### src/rtl/bmdma_pkg.sv
package bmdma_pkg;
  // register byte offsets
  localparam int OFS_CMD  = 0;
  localparam int OFS_STAT = 2;
  localparam int OFS_PTR  = 4;
  // command bit positions
  localparam int CMD_RUN  = 0;
  localparam int CMD_DIR  = 3;
  // status bit positions
  localparam int ST_ACT   = 0;
  localparam int ST_ERR   = 1;
  localparam int ST_IRQ   = 2;
  localparam int ST_CAP   = 5;
  localparam int NUM_DRV  = 2;
endpackage

### src/rtl/bmdma_cmd_reg.sv
module bmdma_cmd_reg (
  input  logic clk,
  input  logic rst_n,
  input  logic wr_cmd,
  input  logic wr_run,
  input  logic wr_dir,
  output logic run,
  output logic to_mem,
  output logic run_rise
);
  // start edge seen by the status block in the same cycle as the write
  assign run_rise = wr_cmd & wr_run & ~run;

  always_ff @(posedge clk) begin
    if (!rst_n) begin
      run    <= 1'b0;
      to_mem <= 1'b0;
    end else if (wr_cmd) begin
      run <= wr_run;
      if (!run) to_mem <= wr_dir;
    end
  end
endmodule

### src/rtl/bmdma_stat_reg.sv
module bmdma_stat_reg
  import bmdma_pkg::*;
(
  input  logic               clk,
  input  logic               rst_n,
  input  logic               wr_stat,
  input  logic               clr_err,
  input  logic               clr_irq,
  input  logic [NUM_DRV-1:0] cap_wr,
  input  logic               run_rise,
  input  logic               evt_done,
  input  logic               evt_err,
  input  logic               evt_irq,
  output logic               active,
  output logic               err,
  output logic               irq,
  output logic [NUM_DRV-1:0] cap
);
  always_ff @(posedge clk) begin
    if (!rst_n) begin
      active <= 1'b0;
    end else if (run_rise) begin
      active <= 1'b1;
    end else if (evt_done || evt_err) begin
      active <= 1'b0;
    end
  end

  // sticky flags: a set event outranks a software clear
  always_ff @(posedge clk) begin
    if (!rst_n) begin
      err <= 1'b0;
      irq <= 1'b0;
    end else begin
      if (evt_err)                 err <= 1'b1;
      else if (wr_stat && clr_err) err <= 1'b0;
      if (evt_irq)                 irq <= 1'b1;
      else if (wr_stat && clr_irq) irq <= 1'b0;
    end
  end

  for (genvar d = 0; d < NUM_DRV; d++) begin : g_cap
    always_ff @(posedge clk) begin
      if (!rst_n)       cap[d] <= 1'b0;
      else if (wr_stat) cap[d] <= cap_wr[d];
    end
  end
endmodule

### src/rtl/bmdma_ptr_reg.sv
module bmdma_ptr_reg #(
  parameter int PTR_W      = 32,
  parameter int ALIGN_BITS = 2,
  parameter int ADDR_W     = 3
) (
  input  logic              clk,
  input  logic              rst_n,
  input  logic              wr_en,
  input  logic [ADDR_W-1:0] lane,
  input  logic [7:0]        wdata,
  output logic [PTR_W-1:0]  ptr
);
  localparam int LANES = PTR_W / 8;
  localparam logic [PTR_W-1:0] KEEP = ~((PTR_W)'((64'd1 << ALIGN_BITS) - 64'd1));

  for (genvar b = 0; b < LANES; b++) begin : g_lane
    always_ff @(posedge clk) begin
      if (!rst_n)
        ptr[8*b +: 8] <= 8'h00;
      else if (wr_en && lane == ADDR_W'(b))
        ptr[8*b +: 8] <= wdata & KEEP[8*b +: 8];
    end
  end
endmodule

### src/rtl/bmdma_ctrl_regs.sv
module bmdma_ctrl_regs
  import bmdma_pkg::*;
#(
  parameter int PTR_W      = 32,
  parameter int ALIGN_BITS = 2,
  parameter int ADDR_W     = $clog2(OFS_PTR + PTR_W / 8)
) (
  input  logic              clk,
  input  logic              rst_n,
  input  logic              reg_wr,
  input  logic [ADDR_W-1:0] reg_addr,
  input  logic [7:0]        reg_wdata,
  output logic [7:0]        reg_rdata,
  output logic              eng_start,
  output logic              eng_to_mem,
  output logic [PTR_W-1:0]  eng_table_ptr,
  input  logic              evt_done,
  input  logic              evt_err,
  input  logic              evt_irq,
  output logic              irq_o,
  output logic              xfer_ok
);
  localparam int LANES = PTR_W / 8;

  logic               hit_cmd, hit_stat, hit_ptr;
  logic [ADDR_W-1:0]  ptr_lane;
  logic               run_rise;
  logic               st_active, st_err, st_irq;
  logic [NUM_DRV-1:0] st_cap;

  assign hit_cmd  = (reg_addr == ADDR_W'(OFS_CMD));
  assign hit_stat = (reg_addr == ADDR_W'(OFS_STAT));
  assign hit_ptr  = (reg_addr >= ADDR_W'(OFS_PTR));
  assign ptr_lane = reg_addr - ADDR_W'(OFS_PTR);

  bmdma_cmd_reg u_cmd (
    .clk      (clk),
    .rst_n    (rst_n),
    .wr_cmd   (reg_wr & hit_cmd),
    .wr_run   (reg_wdata[CMD_RUN]),
    .wr_dir   (reg_wdata[CMD_DIR]),
    .run      (eng_start),
    .to_mem   (eng_to_mem),
    .run_rise (run_rise)
  );

  bmdma_stat_reg u_stat (
    .clk      (clk),
    .rst_n    (rst_n),
    .wr_stat  (reg_wr & hit_stat),
    .clr_err  (reg_wdata[ST_ERR]),
    .clr_irq  (reg_wdata[ST_IRQ]),
    .cap_wr   (reg_wdata[ST_CAP +: NUM_DRV]),
    .run_rise (run_rise),
    .evt_done (evt_done),
    .evt_err  (evt_err),
    .evt_irq  (evt_irq),
    .active   (st_active),
    .err      (st_err),
    .irq      (st_irq),
    .cap      (st_cap)
  );

  bmdma_ptr_reg #(
    .PTR_W      (PTR_W),
    .ALIGN_BITS (ALIGN_BITS),
    .ADDR_W     (ADDR_W)
  ) u_ptr (
    .clk   (clk),
    .rst_n (rst_n),
    .wr_en (reg_wr & hit_ptr & ~eng_start),
    .lane  (ptr_lane),
    .wdata (reg_wdata),
    .ptr   (eng_table_ptr)
  );

  always_comb begin
    reg_rdata = 8'h00;
    if (hit_cmd) begin
      reg_rdata[CMD_RUN] = eng_start;
      reg_rdata[CMD_DIR] = eng_to_mem;
    end else if (hit_stat) begin
      reg_rdata[ST_ACT] = st_active;
      reg_rdata[ST_ERR] = st_err;
      reg_rdata[ST_IRQ] = st_irq;
      reg_rdata[ST_CAP +: NUM_DRV] = st_cap;
    end else if (hit_ptr) begin
      for (int b = 0; b < LANES; b++)
        if (ptr_lane == ADDR_W'(b)) reg_rdata = eng_table_ptr[8*b +: 8];
    end
  end

  assign irq_o   = st_irq;
  assign xfer_ok = ~eng_start & ~st_active & ~st_err & st_irq;
endmodule

### config.mk
export PLATFORM = sky130hd
export DESIGN_NAME = bmdma_ctrl_regs
export DESIGN_NICKNAME = d
export VERILOG_FILES = /design/src/rtl/bmdma_pkg.sv /design/src/rtl/bmdma_cmd_reg.sv /design/src/rtl/bmdma_stat_reg.sv /design/src/rtl/bmdma_ptr_reg.sv /design/src/rtl/bmdma_ctrl_regs.sv
export SDC_FILE = /design/constraint.sdc
export NUM_CORES = 1
export LEC_CHECK = 0
export BUFFER_PORTS_ARGS = -buffer_cell sky130_fd_sc_hd__buf_2
export CORE_ASPECT_RATIO = 1.1
export CORE_MARGIN = 8
export CORE_UTILIZATION = 54
export CTS_CLUSTER_DIAMETER = 120
export CTS_CLUSTER_SIZE = 8
export DETAILED_ROUTE_END_ITERATION = 16
export HOLD_SLACK_MARGIN = 0.03
export PLACE_DENSITY = 0.85
export RECOVER_POWER = 100
export REMOVE_ABC_BUFFERS = 1
export SYNTH_ARGS = -nofsm -noshare
export SYNTH_HDL_FRONTEND = slang
export SYNTH_SLANG_ARGS = --single-unit
export TNS_END_PERCENT = 5
### constraint.sdc
create_clock -name clk -period 3.13 [get_ports clk]
set_input_delay 0.313 -clock clk [delete_from_list [all_inputs] [get_ports clk]]
set_output_delay 0.313 -clock clk [all_outputs]
set_load 0.02 [all_outputs]
==> summary.log, run 1 <==
[timing] worst path setup slack after routing 847 ps
[pwr] Clock power frac 0.290
[routing] met1 WL 1.88 mm
[timing] crit path time final 2280 ps
[cells_and_area] Area growth, synth to finish 13.2%
[timing] Final Setup Violations 0
[routing] average wire length per cell after detail routing 16.4 um
[logic_synthesis] Synth Area per Inst 9.77 um2
[setup_path] element type at the critical path end output port
[global_routing] antenna violations before repair 0
[run_status] failing checks max-capacitance violations, max-slew violations
[cells_and_area] Filler cells 326
[setup_path] data required time of the critical path 2820 ps
[clock_network] TritonCTS clock tree yes
[setup_path] critical path startpoint category input port
[clock_network] deepest clock path buffer count 2
[routing] remaining design rule violation count 0
[pwr] VDD IR max 0.317 mV
[pwr] areal power density over the cells 416 nW/um2
[run_status] run status finished, violations left
[timing] Worst Hold Slack 184 ps
[routing] antenna-violating nets left 0
[floorplan] # rows 22
[floorplan] floorplan die height 77 um
[min_path] hold path startpoint reg_wdata[2]
[routing] Routed Wire Length 4.48 mm
[cells_and_area] count of inserted antenna diode cells 0
[cells_and_area] Layout Utilization 0.631
[setup_path] launching point of the worst reg2reg path u_cmd.run$_SDFFE_PN0N_
[timing] worst-margin pin slew 1820 ps
[global_routing] first-pass GRT wire length 7.25 mm
[run] Maximum Capacitance Violations 1
[pwr] portion of total power attributed to combinational logic 0.138
[routing] total length of routed met3 wires 288 um
[routing] average vias per placed instance 5.48
[clock_network] clock root buffer master sky130_fd_sc_hd__clkbuf_4
[global_routing] via count of the first global-routing pass 1502
[timing] final count of hold timing violations 0
[pwr] portion of total power attributed to sequential cells 0.572
[clock_network] Worst-Skew Late Latency 330 ps
[logic_synthesis] sequential share of the synthesized area 0.405
[routing] met2 wire length 2.24 mm
[logic_synthesis] area leader, netlist sky130_fd_sc_hd__dfxtp_1
[routing] top routing layer in use met4
[pwr] share of total power consumed by net switching 0.268
[timing] clock skew 4.86 ps
[timing] Max-Slew Margin vs Limit -0.214
[clock_network] CTS clk-pin slew, worst paths 100 ps
[logic_synthesis] Async S/R FF share, synth 0
[logic_synthesis] number of distinct library cells after synthesis 31
[pwr] internal power component 0.629 mW
[placed_design] weighted congestion at the end of routability-driven global placement 0.711
[routing] Initial DRC Count 82
[floorplan] starting density of the core 0.558
[timing] fin crit share 0.729
[pwr] cell leakage power 0.873 nW
[clock_network] number of buffers inserted by post-CTS setup repair 0
[min_path] count of cells along the worst hold path 2
[placed_design] Place WS 1190 ps
[clock_network] CTS Sinks 37
[timing] f_max 0.438 GHz
[timing] unrepaired setup endpoints after global routing no
[floorplan] die outline area 5500 um2
[routing] total vias in the final route 1501
[setup_path] critical setup path kind in -> out
[cells_and_area] ratio of cells with drive above 1 in the final layout 0.160
[clock_network] number of hold buffers added after cts 0
[clock_network] post-cts sizing count 0
[clock_network] total number of H-tree levels 2
[setup_path] endpoint of the lowest-slack register-to-register path u_ptr.ptr[24]$_SDFFE_PN0P_
[logic_synthesis] Synth Cell Area 1830 um2
[cells_and_area] Final nets 255
[placed_design] count of buffers inserted at the top-level ports 58
[logic_synthesis] flops & latches, synth 37
[min_path] endpoint of the worst hold-timing path u_stat.irq$_SDFFE_PN0P_
[min_path] class of the tightest hold or removal check in -> reg
[floorplan] die width 71.5 um
[global_routing] total congestion overflow after global routing 0
[placed_design] hpwl dp 3.20 mm
[timing] Setup TNS Final 0 ps
[logic_synthesis] share of the synthesized area in the top cell type 0.405
[logic_synthesis] Syn Inst Count 187
[setup_path] endpoint arrival time on the critical path 1970 ps
[setup_path] reg2reg path depth 3
[floorplan] # IOs 61
[global_routing] total global-route track usage 0.165
[clock_network] cts bufs inserted 5
[global_routing] pin count of the biggest net entering global routing 46
[logic_synthesis] Yosys warning count 0
[floorplan] standard cell core area 3280 um2
[setup_path] setup slack on the worst flop-to-flop path 1690 ps
[logic_synthesis] predominant post-synthesis flop cell sky130_fd_sc_hd__dfxtp_1
[setup_path] Max FO, Critical Path 17
[logic_synthesis] Post-synth EDFFs 0
[routing] length of the first detailed-routing pass in iterations 4
[pwr] Psw 0.230 mW
[logic_synthesis] cells taking the most area after synthesis sky130_fd_sc_hd__dfxtp_1 (41%), sky130_fd_sc_hd__mux2i_1 (20%), sky130_fd_sc_hd__nand2_1 (8.6%)
[timing] pins over their slew limit 46
[cells by family after synthesis]
| logic type | synth area share |
|---|---|
| simple gates | 0.186 |
| mux | 0.283 |
| flops | 0.405 |
| buf+inv | 0.0651 |
| compound gates | 0.0589 |
| other cells | 0.00205 |
[through the flow]
step           cell area (um2)  total power, mW  cells
4_1_cts                   2120            0.872    274
5_1_grt                   2070            0.906    274
3_3_place_gp              2070            0.623    267
3_5_place_dp              2070            0.625    267
2_1_floorplan             1730            0.567    173
6_report                  2070            0.859    274
[final cells by class]
class,count,area (um2),share of cell area
inverters,5,18.8,0.00908
multi-input cells,131,971,0.470
repair buffers,58,236,0.114
well taps,36,45.0,0.0218
clock buffers,7,55.1,0.0266
flip-flops and latches,37,741,0.358
[power by group through the flow]
stage               Combinational [mW]  Sequential (mW)  Clock, mW
floorplan                       0.0545            0.512          0
global placement                 0.121            0.501          0
detailed placement               0.123            0.502          0
CTS                              0.124            0.491      0.258
global route                     0.129            0.493      0.284
finish                           0.119            0.491      0.249
[Yosys cell counts (3+ instances only)]
| library cell | n |
|---|---|
| sky130_fd_sc_hd__dfxtp_1 | 37 |
| sky130_fd_sc_hd__mux2_2 | 9 |
| sky130_fd_sc_hd__buf_6 | 3 |
| sky130_fd_sc_hd__nor2b_1 | 3 |
| sky130_fd_sc_hd__a21oi_1 | 3 |
| sky130_fd_sc_hd__clkbuf_1 | 5 |
| sky130_fd_sc_hd__nand2_1 | 42 |
| sky130_fd_sc_hd__inv_1 | 5 |
| sky130_fd_sc_hd__o21ai_0 | 5 |
| sky130_fd_sc_hd__a221oi_1 | 3 |
| sky130_fd_sc_hd__buf_4 | 5 |
| sky130_fd_sc_hd__mux2i_1 | 37 |
| sky130_fd_sc_hd__a31oi_1 | 3 |
| sky130_fd_sc_hd__nor2_1 | 5 |
[worst max-delay path: stages]
cell and delay [ps]:
sky130_fd_sc_hd__clkbuf_1 740, sky130_fd_sc_hd__mux4_2 600, sky130_fd_sc_hd__and2_1 160, sky130_fd_sc_hd__buf_2 150
[placed cells by master (no fill, tap or decap), types with 5 or more instances in the layout]
master and count:
sky130_fd_sc_hd__clkbuf_1 44, sky130_fd_sc_hd__nand2_1 42, sky130_fd_sc_hd__mux2i_1 37, sky130_fd_sc_hd__dfxtp_1 37, sky130_fd_sc_hd__buf_2 15, sky130_fd_sc_hd__mux2_2 9
sky130_fd_sc_hd__nor2_1 5, sky130_fd_sc_hd__inv_1 5, sky130_fd_sc_hd__o21ai_0 5, sky130_fd_sc_hd__clkbuf_4 5
[state kept, by name, indices dropped and copies added (netlist names)]
signal,cells
u_stat.irq,1
u_stat.err,1
u_cmd.to_mem,1
u_ptr.ptr,30
u_cmd.run,1
u_stat.active,1
u_stat.cap,2
[how the worst max path moves through the flow]
stage / cells past startpoint / start / slack [ps] / end
4_1_cts: 5 / reg_addr[0] / 1200 / reg_rdata[6]
3_5_place_dp: 5 / reg_addr[0] / 1190 / reg_rdata[6]
5_1_grt: 4 / reg_addr[1] / 770 / reg_rdata[7]
3_3_place_gp: 5 / reg_addr[0] / 1230 / reg_rdata[6]
2_1_floorplan: 1 / u_cmd.run$_SDFFE_PN0N_ / 1600 / xfer_ok
6_report: 4 / reg_addr[1] / 850 / reg_rdata[7]
[metal layers]
layer	vias up	GRT usage
met2	43	0.285
met4	0	0.0552
met5	-	0
met1	711	0.178
met3	6	0.0637
li1	741	-
Power figures use the tool's default switching activity.
==> run 2, diff against run 1 <==
--- a/config.mk
+++ b/config.mk
@@ -8,12 +8,12 @@
 export BUFFER_PORTS_ARGS = -buffer_cell sky130_fd_sc_hd__buf_2
 export CORE_ASPECT_RATIO = 1.1
 export CORE_MARGIN = 8
-export CORE_UTILIZATION = 54
+export CORE_UTILIZATION = 45
 export CTS_CLUSTER_DIAMETER = 120
 export CTS_CLUSTER_SIZE = 8
 export DETAILED_ROUTE_END_ITERATION = 16
 export HOLD_SLACK_MARGIN = 0.03
-export PLACE_DENSITY = 0.85
+export PLACE_DENSITY = 0.75
 export RECOVER_POWER = 100
 export REMOVE_ABC_BUFFERS = 1
 export SYNTH_ARGS = -nofsm -noshare
==> constraint.sdc (replaced) <==
create_clock -name clk -period 2.03 [get_ports clk]
set_input_delay 0.203 -clock clk [delete_from_list [all_inputs] [get_ports clk]]
set_output_delay 0.203 -clock clk [all_outputs]
set_load 0.02 [all_outputs]
==> run 2 against run 1 <==
Compared with the run above:
- the run now ends clean
- sequential cell count unchanged
- final cell count up 7.3%
- global-route usage down 2.0 points
- largest cell class unchanged
- clock skew down 2.1 ps
- worst hold slack worse by 69 ps
- cell area up 2.6%
- clock power up 110%
- core utilization down 9.2 points
- largest power group unchanged
==> summary.log, run 2 (synthesized netlist as in run 1, its figures left out) <==
[clock_network] CTS clk-pin slew, worst paths 70 ps [-30 ps]
[pwr] Clock power frac 0.353 [+0.063]
[timing] Worst Hold Slack 115 ps [-69.5 ps]
[min_path] class of the tightest hold or removal check in -> reg
[routing] Routed Wire Length 4.62 mm [+2.9%]
[setup_path] launching point of the worst reg2reg path u_cmd.run$_SDFFE_PN0N_
[timing] worst-margin pin slew 1010 ps [-807 ps]
[global_routing] antenna violations before repair 0 [unchanged]
[placed_design] weighted congestion at the end of routability-driven global placement 0.755 [+6.2%]
[pwr] internal power component 1.08 mW [+71%]
[global_routing] total global-route track usage 0.145 [-0.0204]
[min_path] endpoint of the worst hold-timing path u_stat.irq$_SDFFE_PN0P_
[placed_design] DP Area 2130 um2 [+3.0%]
[clock_network] Worst-Skew Late Latency 290 ps [-40 ps]
[pwr] overall power after layout 1.46 mW [+70%]
[timing] Final Setup Violations 0 [unchanged]
[routing] average vias per placed instance 5.19 [-5.2%]
[clock_network] number of hold buffers added after cts 0 [unchanged]
[routing] total vias in the final route 1527 [+1.7%]
[global_routing] via count of the first global-routing pass 1543 [+2.7%]
[floorplan] standard cell core area 3930 um2 [+20%]
[timing] unrepaired setup endpoints after global routing no
[cells_and_area] ratio of cells with drive above 1 in the final layout 0.149 [-0.0109]
[floorplan] starting density of the core 0.464 [-0.0933]
[cells_and_area] top register by number of flip-flops u_ptr.ptr
[cells_and_area] commonest cells after routing, fill and taps aside sky130_fd_sc_hd__clkbuf_1 (45), sky130_fd_sc_hd__nand2_1 (42), sky130_fd_sc_hd__mux2i_1 (37), sky130_fd_sc_hd__dfxtp_1 (37), sky130_fd_sc_hd__buf_2 (16)
[setup_path] critical setup path kind in -> out
[timing] fin crit share 0.895
[run] Maximum Capacitance Violations 0 [-1]
[clock_network] total number of H-tree levels 2 [unchanged]
[clock_network] clock root buffer master sky130_fd_sc_hd__clkbuf_8
[placed_design] Place WS 344 ps [-849 ps]
[setup_path] crit path cell chain clkbuf_1, mux4_2, and2_1, buf_2
[timing] f_max 0.550 GHz
[pwr] VDD IR max 0.409 mV [+29%]
[setup_path] data required time of the critical path 1830 ps [-990 ps]
[routing] length of the first detailed-routing pass in iterations 4 [unchanged]
[clock_network] CTS Sinks 37 [unchanged]
[cells_and_area] commonest non-fill, non-tap cell in the layout sky130_fd_sc_hd__clkbuf_1
[floorplan] die width 76.8 um [+7.4%]
[routing] antenna-violating nets left 0 [unchanged]
[timing] final count of hold timing violations 0 [unchanged]
[cells_and_area] flip-flop count of the largest register, all copies and words added 30 [unchanged]
[timing] pins over their slew limit 0 [-100%]
[placed_design] count of buffers inserted at the top-level ports 58 [unchanged]
[pwr] share of total power consumed by net switching 0.260 [-0.00774]
[timing] worst path setup slack after routing 212 ps [-635 ps]
[setup_path] start point of the critical path reg_addr[1]
[cells_and_area] count of inserted antenna diode cells 0 [unchanged]
[setup_path] Max FO, Critical Path 11 [-6]
[setup_path] setup slack on the worst flop-to-flop path 280 ps [-1410 ps]
[clock_network] TritonCTS clock tree yes
[clock_network] deepest clock path buffer count 2 [unchanged]
[setup_path] endpoint of the lowest-slack register-to-register path u_ptr.ptr[15]$_SDFFE_PN0P_
[cells_and_area] leading registers by flop count u_ptr.ptr (30), u_stat.cap (2)
[floorplan] floorplan die height 82.8 um [+7.6%]
[pwr] cell leakage power 0.890 nW [+1.9%]
[routing] average wire length per cell after detail routing 15.7 um [-4.1%]
[routing] Initial DRC Count 73 [-11%]
[timing] clock skew 2.76 ps [-2.09 ps]
[floorplan] # rows 24 [+9.1%]
[setup_path] crit-path max cell delay 570 ps [-170 ps]
[clock_network] cts bufs inserted 5 [unchanged]
[cells_and_area] fin area 2120 um2 [+2.6%]
[setup_path] element type at the critical path end output port
[placed_design] hpwl dp 3.30 mm [+3.1%]
[global_routing] pin count of the biggest net entering global routing 28 [-39%]
[run_status] run status finished clean
[floorplan] # IOs 61 [unchanged]
[pwr] Psw 0.379 mW [+65%]
[setup_path] sum of buffers and inverters on the critical path 2 [unchanged]
[timing] Max-Slew Margin vs Limit 0.321 [+0.535]
[global_routing] total congestion overflow after global routing 0 [unchanged]
[cells_and_area] Final nets 259 [+1.6%]
[min_path] count of cells along the worst hold path 2 [unchanged]
[clock_network] post-cts sizing count 0 [unchanged]
[pwr] portion of total power attributed to sequential cells 0.520 [-0.052]
[floorplan] die outline area 6360 um2 [+16%]
[setup_path] slowest CP cell sky130_fd_sc_hd__mux4_2
[setup_path] crit-path leading delay family buffers and inverters
[timing] crit path time final 1820 ps
[pwr] portion of total power attributed to combinational logic 0.127 [-0.011]
[global_routing] first-pass GRT wire length 7.53 mm [+3.9%]
[setup_path] endpoint arrival time on the critical path 1610 ps [-360 ps]
[clock_network] number of buffers inserted by post-CTS setup repair 0 [unchanged]
[min_path] hold path startpoint reg_wdata[2]
[pwr] areal power density over the cells 687 nW/um2 [+65%]
[routing] remaining design rule violation count 0 [unchanged]
[cells_and_area] Area growth, synth to finish 16.1%
[timing] Setup TNS Final 0 ps [unchanged]
[setup_path] Crit. path cell count 4 [unchanged]
[setup_path] reg2reg path depth 3 [unchanged]
[setup_path] critical path startpoint category input port
## run 2: worst max-delay path by stage
| stage | to | slack, ps |
|---|---|---|
| after floorplan | xfer_ok | 610 |
| after global placement | reg_rdata[6] | 350 |
| after detailed placement | reg_rdata[6] | 340 |
| after CTS | reg_rdata[6] | 340 |
| after global routing | reg_rdata[0] | 110 |
| final | reg_rdata[7] | 210 |
## run 2: cell type report
type                            count  area [um2]
Fill cell                         408        1810
Multi-Input combinational cell    131         940
Sequential cell                    37         741
Timing Repair Buffer               62         270
Clock buffer                        7        86.3
Tap cell                           52        65.1
Inverter                            5        18.8
## run 2: power by group through the flow
stage                     logic (mW)  clock network (mW)  registers (mW)
after detailed placement       0.197                   0           0.774
after CTS                      0.198               0.527           0.757
final                          0.185               0.515           0.758
after global placement         0.195                   0           0.773
after floorplan               0.0841                   0           0.790
after global routing           0.202               0.555           0.760
## run 2: worst reg2reg max path, cell delays in order (launching register included)
cell	delay (ps)
sky130_fd_sc_hd__dfxtp_1	390
sky130_fd_sc_hd__nand4b_1	220
sky130_fd_sc_hd__nor2_1	800
sky130_fd_sc_hd__mux2i_1	270
## run 2: metrics by stage
step | utilization | cells
final | 0.539 | 294
after global routing | 0.539 | 294
after CTS | 0.563 | 294
after detailed placement | 0.541 | 287
after global placement | 0.541 | 287
after floorplan | - | 173
## run 2: per-layer routing
metal,global-route usage,vias up,wire length (um)
met5,0,-,0
met1,0.170,725,2070
met3,0.0679,7,348
met2,0.224,44,2130
li1,-,751,-
met4,0.0508,0,61
